**src/rtl/itmr_pkg.sv**
```systemverilog
package itmr_pkg;

    localparam int CNT_W  = 16;
    localparam int BYTE_W = 8;
    localparam int DIGITS = CNT_W / 4;
    localparam logic [1:0] CTRL_ADDR = 2'd3;

    typedef enum logic [1:0] {
        ACC_LATCH = 2'b00,
        ACC_LO    = 2'b01,
        ACC_HI    = 2'b10,
        ACC_BOTH  = 2'b11
    } access_e;

    typedef enum logic [1:0] {
        OP_TERMINAL = 2'd0,
        OP_RATE     = 2'd1,
        OP_SQUARE   = 2'd2
    } op_e;

    typedef struct packed {
        logic [1:0] sel;
        access_e    acc;
        logic [2:0] op;
        logic       bcd;
    } ctrl_t;

    // Only the two low mode bits matter; the top bit is a don't-care
    // for the periodic modes.
    function automatic op_e op_decode(input logic [2:0] code);
        case (code[1:0])
            2'b10:   return OP_RATE;
            2'b11:   return OP_SQUARE;
            default: return OP_TERMINAL;
        endcase
    endfunction

    function automatic logic [CNT_W-1:0] bcd_dec(input logic [CNT_W-1:0] v);
        logic [CNT_W-1:0] r;
        logic borrow;
        r = v;
        borrow = 1'b1;
        for (int i = 0; i < DIGITS; i++) begin
            if (borrow) begin
                if (v[i*4 +: 4] == 4'd0) begin
                    r[i*4 +: 4] = 4'd9;
                end else begin
                    r[i*4 +: 4] = v[i*4 +: 4] - 4'd1;
                    borrow = 1'b0;
                end
            end
        end
        return r;
    endfunction

    function automatic logic [CNT_W-1:0] bcd_half(input logic [CNT_W-1:0] v);
        logic [CNT_W-1:0] r;
        logic [3:0] d;
        logic carry;
        r = '0;
        carry = 1'b0;
        for (int i = DIGITS - 1; i >= 0; i--) begin
            d = v[i*4 +: 4];
            r[i*4 +: 4] = {1'b0, d[3:1]} + (carry ? 4'd5 : 4'd0);
            carry = d[0];
        end
        return r;
    endfunction

    function automatic logic [CNT_W-1:0] count_step(input logic [CNT_W-1:0] v,
                                                    input logic bcd);
        return bcd ? bcd_dec(v) : v - CNT_W'(1);
    endfunction

    // Boundary between the high and low phase of a square wave; a zero
    // divisor stands for the full range of the selected number system.
    function automatic logic [CNT_W-1:0] half_point(input logic [CNT_W-1:0] div,
                                                    input logic bcd);
        if (div == '0) begin
            return bcd ? {4'd5, {(CNT_W-4){1'b0}}} : {1'b1, {(CNT_W-1){1'b0}}};
        end
        return bcd ? bcd_half(div) : (div >> 1);
    endfunction

endpackage

```
**src/rtl/itmr_bus_decode.sv**
```systemverilog
module itmr_bus_decode
    import itmr_pkg::*;
#(
    parameter int NUM_CH = 3
) (
    input  logic              wr_en,
    input  logic              rd_en,
    input  logic [1:0]        addr,
    input  logic [BYTE_W-1:0] wdata,
    output ctrl_t             ctrl,
    output logic [NUM_CH-1:0] ctrl_we,
    output logic [NUM_CH-1:0] data_we,
    output logic [NUM_CH-1:0] data_re
);

    assign ctrl = ctrl_t'(wdata);

    for (genvar g = 0; g < NUM_CH; g++) begin : g_strobe
        assign ctrl_we[g] = wr_en && (addr == CTRL_ADDR) && (ctrl.sel == 2'(g));
        assign data_we[g] = wr_en && (addr == 2'(g));
        assign data_re[g] = rd_en && (addr == 2'(g));
    end

endmodule

```
**src/rtl/itmr_downcounter.sv**
```systemverilog
module itmr_downcounter
    import itmr_pkg::*;
(
    input  logic             clk,
    input  logic             rst,
    input  logic             disarm,
    input  logic             load,
    input  logic [CNT_W-1:0] load_val,
    input  op_e              op,
    input  logic             bcd,
    output logic [CNT_W-1:0] cnt,
    output logic             out
);

    logic [CNT_W-1:0] cnt_q;
    logic [CNT_W-1:0] div_q;
    logic             armed_q;
    logic             tc_q;
    logic [CNT_W-1:0] half;

    assign cnt  = cnt_q;
    assign half = half_point(div_q, bcd);

    always_ff @(posedge clk) begin
        if (rst) begin
            cnt_q   <= '0;
            div_q   <= '0;
            armed_q <= 1'b0;
            tc_q    <= 1'b0;
        end else if (disarm) begin
            armed_q <= 1'b0;
            tc_q    <= 1'b0;
        end else if (load) begin
            cnt_q   <= load_val;
            div_q   <= load_val;
            armed_q <= 1'b1;
            tc_q    <= 1'b0;
        end else if (armed_q) begin
            if (op == OP_TERMINAL) begin
                cnt_q <= count_step(cnt_q, bcd);
                if (cnt_q == CNT_W'(1)) begin
                    tc_q <= 1'b1;
                end
            end else begin
                cnt_q <= (cnt_q == CNT_W'(1)) ? div_q : count_step(cnt_q, bcd);
            end
        end
    end

    always_comb begin
        if (!armed_q) begin
            out = (op != OP_TERMINAL);
        end else begin
            case (op)
                OP_RATE:   out = (cnt_q != CNT_W'(1));
                OP_SQUARE: out = (cnt_q == '0) || (cnt_q > half);
                default:   out = tc_q;
            endcase
        end
    end

    // once the terminal flag is up it stays up until reprogrammed
    p_terminal_sticky_r4: assert property (@(posedge clk) disable iff (rst)
        (op == OP_TERMINAL && out && !disarm && !load) |=> out);

    // the rate pulse is exactly one clock wide
    p_rate_pulse_one_r5: assert property (@(posedge clk) disable iff (rst)
        (op == OP_RATE && armed_q && !out && !disarm && !load && div_q != CNT_W'(1))
        |=> out);

endmodule

```
**src/rtl/itmr_channel.sv**
```systemverilog
module itmr_channel
    import itmr_pkg::*;
(
    input  logic              clk,
    input  logic              rst,
    input  logic              ctrl_we,
    input  access_e           ctrl_acc,
    input  logic [2:0]        ctrl_op,
    input  logic              ctrl_bcd,
    input  logic              data_we,
    input  logic              data_re,
    input  logic [BYTE_W-1:0] wdata,
    output logic [BYTE_W-1:0] rd_byte,
    output logic              out
);

    access_e          acc_q;
    op_e              op_q;
    logic             bcd_q;
    logic             wr_hi_q;
    logic             rd_hi_q;
    logic             latched_q;
    logic [CNT_W-1:0] snap_q;
    logic [BYTE_W-1:0] lo_pend_q;

    logic             is_latch;
    logic             disarm;
    logic             load;
    logic [CNT_W-1:0] load_val;
    logic [CNT_W-1:0] cnt;
    logic [CNT_W-1:0] src;
    logic             hi_sel;

    assign is_latch = (ctrl_acc == ACC_LATCH);
    assign disarm   = ctrl_we && !is_latch;

    always_comb begin
        load     = 1'b0;
        load_val = '0;
        if (data_we) begin
            case (acc_q)
                ACC_LO: begin
                    load     = 1'b1;
                    load_val = {{(CNT_W-BYTE_W){1'b0}}, wdata};
                end
                ACC_HI: begin
                    load     = 1'b1;
                    load_val = {wdata, {(CNT_W-BYTE_W){1'b0}}};
                end
                default: begin
                    load     = wr_hi_q;
                    load_val = {wdata, lo_pend_q};
                end
            endcase
        end
    end

    assign src     = latched_q ? snap_q : cnt;
    assign hi_sel  = (acc_q == ACC_HI) || (acc_q == ACC_BOTH && rd_hi_q);
    assign rd_byte = hi_sel ? src[CNT_W-1 -: BYTE_W] : src[BYTE_W-1:0];

    always_ff @(posedge clk) begin
        if (rst) begin
            acc_q     <= ACC_BOTH;
            op_q      <= OP_TERMINAL;
            bcd_q     <= 1'b0;
            wr_hi_q   <= 1'b0;
            rd_hi_q   <= 1'b0;
            latched_q <= 1'b0;
            snap_q    <= '0;
            lo_pend_q <= '0;
        end else begin
            if (ctrl_we) begin
                if (is_latch) begin
                    if (!latched_q) begin
                        latched_q <= 1'b1;
                        snap_q    <= cnt;
                        rd_hi_q   <= 1'b0;
                    end
                end else begin
                    acc_q     <= ctrl_acc;
                    op_q      <= op_decode(ctrl_op);
                    bcd_q     <= ctrl_bcd;
                    wr_hi_q   <= 1'b0;
                    rd_hi_q   <= 1'b0;
                    latched_q <= 1'b0;
                end
            end
            if (data_we && acc_q == ACC_BOTH) begin
                if (!wr_hi_q) begin
                    lo_pend_q <= wdata;
                end
                wr_hi_q <= ~wr_hi_q;
            end
            if (data_re) begin
                if (acc_q == ACC_BOTH) begin
                    rd_hi_q <= ~rd_hi_q;
                end
                if (acc_q != ACC_BOTH || rd_hi_q) begin
                    latched_q <= 1'b0;
                end
            end
        end
    end

    itmr_downcounter i_core (
        .clk      (clk),
        .rst      (rst),
        .disarm   (disarm),
        .load     (load),
        .load_val (load_val),
        .op       (op_q),
        .bcd      (bcd_q),
        .cnt      (cnt),
        .out      (out)
    );

    // a held snapshot does not move until it is read out or replaced
    p_snapshot_hold_r8: assert property (@(posedge clk) disable iff (rst)
        (latched_q && !data_re && !disarm) |=> (latched_q && $stable(snap_q)));

endmodule

```
**src/rtl/interval_timer3.sv**
```systemverilog
module interval_timer3
    import itmr_pkg::*;
#(
    parameter int NUM_CH = 3
) (
    input  logic              clk,
    input  logic              rst,
    input  logic              wr_en,
    input  logic              rd_en,
    input  logic [1:0]        addr,
    input  logic [7:0]        wdata,
    output logic [7:0]        rdata,
    output logic [NUM_CH-1:0] tmr_out
);

    ctrl_t             ctrl;
    logic [NUM_CH-1:0] ctrl_we;
    logic [NUM_CH-1:0] data_we;
    logic [NUM_CH-1:0] data_re;
    logic [BYTE_W-1:0] rd_byte [NUM_CH];

    itmr_bus_decode #(.NUM_CH(NUM_CH)) i_decode (
        .wr_en   (wr_en),
        .rd_en   (rd_en),
        .addr    (addr),
        .wdata   (wdata),
        .ctrl    (ctrl),
        .ctrl_we (ctrl_we),
        .data_we (data_we),
        .data_re (data_re)
    );

    for (genvar g = 0; g < NUM_CH; g++) begin : g_ch
        itmr_channel i_channel (
            .clk      (clk),
            .rst      (rst),
            .ctrl_we  (ctrl_we[g]),
            .ctrl_acc (ctrl.acc),
            .ctrl_op  (ctrl.op),
            .ctrl_bcd (ctrl.bcd),
            .data_we  (data_we[g]),
            .data_re  (data_re[g]),
            .wdata    (wdata),
            .rd_byte  (rd_byte[g]),
            .out      (tmr_out[g])
        );
    end

    always_comb begin
        rdata = '0;
        for (int i = 0; i < NUM_CH; i++) begin
            if (addr == 2'(i)) begin
                rdata = rd_byte[i];
            end
        end
    end

    // a control word reaches at most one counter, none for select 11
    p_one_target_r2: assert property (@(posedge clk) disable iff (rst)
        $onehot0(ctrl_we));

    p_sel3_dropped_r2: assert property (@(posedge clk) disable iff (rst)
        (wr_en && addr == CTRL_ADDR && wdata[7:6] == 2'b11) |-> (ctrl_we == '0));

endmodule

```
**config.mk**
```make
export PLATFORM = sky130hd
export DESIGN_NAME = interval_timer3
export DESIGN_NICKNAME = d
export VERILOG_FILES = /design/src/rtl/itmr_pkg.sv /design/src/rtl/itmr_bus_decode.sv /design/src/rtl/itmr_downcounter.sv /design/src/rtl/itmr_channel.sv /design/src/rtl/interval_timer3.sv
export SDC_FILE = /design/constraint.sdc
export NUM_CORES = 1
export LEC_CHECK = 0
export BUFFER_PORTS_ARGS = -buffer_cell sky130_fd_sc_hd__buf_4
export CORE_MARGIN = 2
export CORE_UTILIZATION = 65
export CTS_BUF_LIST = sky130_fd_sc_hd__clkbuf_8
export DETAILED_ROUTE_END_ITERATION = 7
export GPL_ROUTABILITY_DRIVEN = 1
export PLACE_DENSITY = 0.92
export SLEW_MARGIN = 20
export SYNTH_ARGS = -nofsm -noshare
export SYNTH_HDL_FRONTEND = slang
export SYNTH_SLANG_ARGS = --single-unit
```
**constraint.sdc**
```tcl
create_clock -name clk -period 5 [get_ports clk]
set_clock_uncertainty 0.05 [all_clocks]
set_input_delay 1 -clock clk [delete_from_list [all_inputs] [get_ports clk]]
set_output_delay 1 -clock clk [all_outputs]
set_load 0.005 [all_outputs]
```
==> results.cfg <==
[outcome]
run_status = finished, violations left
failing_checks = design-rule violations

[synthesis]
syn-cell-area_mm2 = 0.0134
synth_seq_cells = 198
synth_edf_count = 0
synth_common_cells = sky130_fd_sc_hd__nand2_1, sky130_fd_sc_hd__dfxtp_1, sky130_fd_sc_hd__a21oi_1
mappedNetlistNets = 1799
synthesis.area_per_instance_um2 = 7.97
yosys_warnings = 0
yosys_most_used_dff = sky130_fd_sc_hd__dfxtp_1
ys_async_sr_fraction = 0
seq_total_area_yosys = 0.295
netlist.area_leader.share = 0.295
post_synth_main_area_contributors = sky130_fd_sc_hd__dfxtp_1, sky130_fd_sc_hd__ha_1, sky130_fd_sc_hd__nand2_1
yosysMostFrequentCell = sky130_fd_sc_hd__nand2_1
post_synth_num_cell_types = 80
synth_cells = 1683
synth_area_leader_cell = sky130_fd_sc_hd__dfxtp_1

[sta]
hold_viol = 0
timing.slew.headroom = 0.243
postLayoutSetupSlackWorst_ns = 0.286
setup-tns-final_ns = 0
max_clock_freq_ghz = 0.212
setup_violations = 0
grt_setup_unrepaired = no
finalCritPeriodShare = 0.943
final_period_minus_worst_setup_slack_ns = 4.71
report.final.slew_viol_count = 0
worst_pin_slew_ns = 1.13

[drt]
dr.max_layer_used = met4
detail_route.vias_per_cell = 6.85
drt_pre_antenna_iters = 8
detail_route.wirelength.met1_mm = 15.2
route.final.wire_length_mm = 38.6
dr.first_iter.drc_count = 1356
drcViolationCount = 2
route.detailed.wl_per_inst_um = 20.4
vias = 13000
ant_nets = 0
detailroute.wirelength.met2_mm = 17.5
wl_met3_mm = 3.74

[power]
power_per_cell_area_mw_per_mm2 = 241
power_leakage_nw = 5.22
ir_drop_uv = 213

[critical_path]
crit_path_max_fanout = 13
kind_of_start_point_of_the_critical_path = register
worst-endpoint-required_ns = 3.95
worstPathCellList = nor4_1 > nand4_1 > inv_1 > a21oi_1 > ha_1 > nand4_1 > nor4_1 > nand2_1 > nand2_1 > a21oi_1 > a311o_1 > buf_4
standard_cell_with_the_maximum_stage_delay_on_the_critical_path = sky130_fd_sc_hd__nand4_1
critical_path_cell_count = 12
setup.worst_path.end = tmr_out[1]
worstReg2RegStart = g_ch[2].i_channel.acc_q[0]
setup.worst_path.start = g_ch[1].i_channel.i_core.div_q[10]
worst-endpoint-arrival_ns = 3.66
cp_top_family = simple AND/OR/NAND/NOR gates
worstRegToRegCells = 8
cp_slowest_stage_delay_ns = 0.51
worst-setup-path-type = reg2out
endpoint_kind = primary output
critical_path.n_buffers_inverters = 2
setup.reg_to_reg.worst_slack_ns = 2.07
reg_to_reg_endpoint = g_ch[2].i_channel.i_core.cnt[10]

[clock_network]
cts-root-to-sink-buffers = 2
tritoncts.num_buffers = 17
clock_sink_count = 198
worst_setup_hold_path_clk_slew_ns = 0.11
cts_h_tree_depth = 4
clkLatencyLatePin_ns = 0.50
cts_post_setup_buffers_inserted = 0
tritoncts_clock_tree = built
post_cts_resized = 0
cts_hold_buffers_added = 0
clock_tree.root_cell = sky130_fd_sc_hd__clkbuf_8

[grt]
grt_antenna_before_repair = 0
grt_max_degree = 69
global_route.usage.total = 0.354
grt.overflow.total = 0
number_of_global_route_vias_before_repair = 12400
grt_pass1_wl_mm = 62.5

[finish]
fin_nets = 1726
final_layout_size_suffix_gt1_frac = 0.0967
area_growth_syn_to_layout_pct = 3.25

[die]
die_height_um = 148
std_cell_rows = 52
io_pins = 25
core_area_mm2 = 0.0202
dieWidth_um = 148
initial_core_util = 0.663
full_die_area_mm2 = 0.0218

[job]
drv_cap = 0

[placement]
place_worst_setup_slack_ns = 0.906
dp.final_hpwl_mm = 26.9
gp_congestion = 0.957
placement.io_buffers = 24

[worst_hold_path]
hold-path-cell-count = 2
worstHoldPathType = reg2reg
[report_power, final]
part / internal (mW) / switching (mW)
Sequential: 1.60 / 0.0629
Combinational: 0.259 / 0.370
Clock: 0.427 / 0.618
Total: 2.29 / 1.05
[registers in the layout, indices dropped and copies added (netlist names)]
register and flops:
g_ch.i_channel.i_core.cnt 48, g_ch.i_channel.i_core.div_q 48, g_ch.i_channel.snap_q 48, g_ch.i_channel.lo_pend_q 24, g_ch.i_channel.acc_q 6, g_ch.i_channel.op_q 6
g_ch.i_channel.bcd_q 3, g_ch.i_channel.i_core.armed_q 3, g_ch.i_channel.i_core.tc_q 3, g_ch.i_channel.latched_q 3, g_ch.i_channel.rd_hi_q 3, g_ch.i_channel.wr_hi_q 3
[kinds of logic (layout without fill, tap and decap cells)]
logic type / after synthesis / count (layout) / synth area share
AOI/OAI and AO/OA: 466 / 466 / 0.223
other: 0 / 1 / 0
adders and majority gates: 102 / 102 / 0.0951
and+or+nand+nor: 634 / 634 / 0.227
DFF: 198 / 198 / 0.295
buffers and inverters: 175 / 115 / 0.0563
xor gates and xnor gates: 21 / 21 / 0.0137
muxes: 87 / 87 / 0.0890
[through the flow]
| step | instance area [um2] | utilization | total power [mW] | hold WS, ns | instances |
|---|---|---|---|---|---|
| 6_report | 13900 | 0.685 | 3.34 | 0.408 | 1894 |
| 5_1_grt | 13800 | 0.684 | 3.46 | 0.424 | 1893 |
| 4_1_cts | 13800 | 0.684 | 3.31 | 0.407 | 1893 |
| 3_5_place_dp | 13500 | 0.665 | 2.31 | 0.393 | 1861 |
| 3_3_place_gp | 13500 | 0.665 | 2.29 | 0.388 | 1861 |
| 2_1_floorplan | 13400 | - | 2.17 | 0.383 | 1683 |
[worst reg2reg max path: cells and delay by family (launching register included)]
kind | cells | cell delay, ns
DFF | 1 | 0.42
buffers and inverters | 2 | 0.30
AOI/OAI and AO/OA | 5 | 1.44
adders and majority gates | 1 | 0.61
[placed cells by master, fill, tap and decap left out, types with 5 or more instances in the layout]
cell type,count
sky130_fd_sc_hd__nor3b_1,11
sky130_fd_sc_hd__a21o_1,10
sky130_fd_sc_hd__a221o_1,7
sky130_fd_sc_hd__mux2_2,18
sky130_fd_sc_hd__inv_1,41
sky130_fd_sc_hd__or3_1,5
sky130_fd_sc_hd__mux4_2,24
sky130_fd_sc_hd__nand4_1,15
sky130_fd_sc_hd__a211oi_1,16
sky130_fd_sc_hd__nor4_4,5
sky130_fd_sc_hd__a22oi_1,8
sky130_fd_sc_hd__a31oi_4,6
sky130_fd_sc_hd__mux2i_1,45
sky130_fd_sc_hd__clkbuf_8,19
sky130_fd_sc_hd__xnor2_1,14
sky130_fd_sc_hd__a31oi_1,38
sky130_fd_sc_hd__o21ai_1,24
sky130_fd_sc_hd__ha_1,102
sky130_fd_sc_hd__nand3_1,41
sky130_fd_sc_hd__nor4_1,26
sky130_fd_sc_hd__buf_4,41
sky130_fd_sc_hd__nor2_1,108
sky130_fd_sc_hd__nor2b_1,13
sky130_fd_sc_hd__and3_1,21
sky130_fd_sc_hd__a311oi_1,12
sky130_fd_sc_hd__nor3_1,32
sky130_fd_sc_hd__o21a_1,10
sky130_fd_sc_hd__nand2b_1,7
sky130_fd_sc_hd__o21ai_0,70
sky130_fd_sc_hd__nand2_1,308
sky130_fd_sc_hd__xor2_1,7
sky130_fd_sc_hd__nor4_2,5
sky130_fd_sc_hd__a21oi_1,172
sky130_fd_sc_hd__o211ai_1,48
sky130_fd_sc_hd__dfxtp_1,198
[cell type report]
cell class | count | area [um2]
Clock inverter | 13 | 124
Clock buffer | 19 | 262
Inverter | 42 | 158
Multi-Input combinational cell | 1310 | 8700
Sequential cell | 198 | 3960
Antenna cell | 1 | 2.50
Fill cell | 1587 | 6380
Tap cell | 270 | 338
Timing Repair Buffer | 41 | 308
[routing by layer]
metal  track usage  vias up
met3        0.0926      196
met4         0.211        0
li1              -     5964
met5             0        -
met1         0.442     6078
met2         0.550      736
[worst min-delay path by stage]
stage | startpoint | endpoint | slack (ns)
4_1_cts | g_ch[0].i_channel.snap_q[11] | g_ch[0].i_channel.snap_q[11] | 0.41
2_1_floorplan | g_ch[0].i_channel.snap_q[10] | g_ch[0].i_channel.snap_q[10] | 0.38
6_report | g_ch[0].i_channel.snap_q[11] | g_ch[0].i_channel.snap_q[11] | 0.41
5_1_grt | g_ch[1].i_channel.snap_q[14] | g_ch[1].i_channel.snap_q[14] | 0.42
3_3_place_gp | g_ch[1].i_channel.snap_q[12] | g_ch[1].i_channel.snap_q[12] | 0.39
3_5_place_dp | g_ch[0].i_channel.snap_q[11] | g_ch[0].i_channel.snap_q[11] | 0.39
Power figures use the tool's default switching activity.
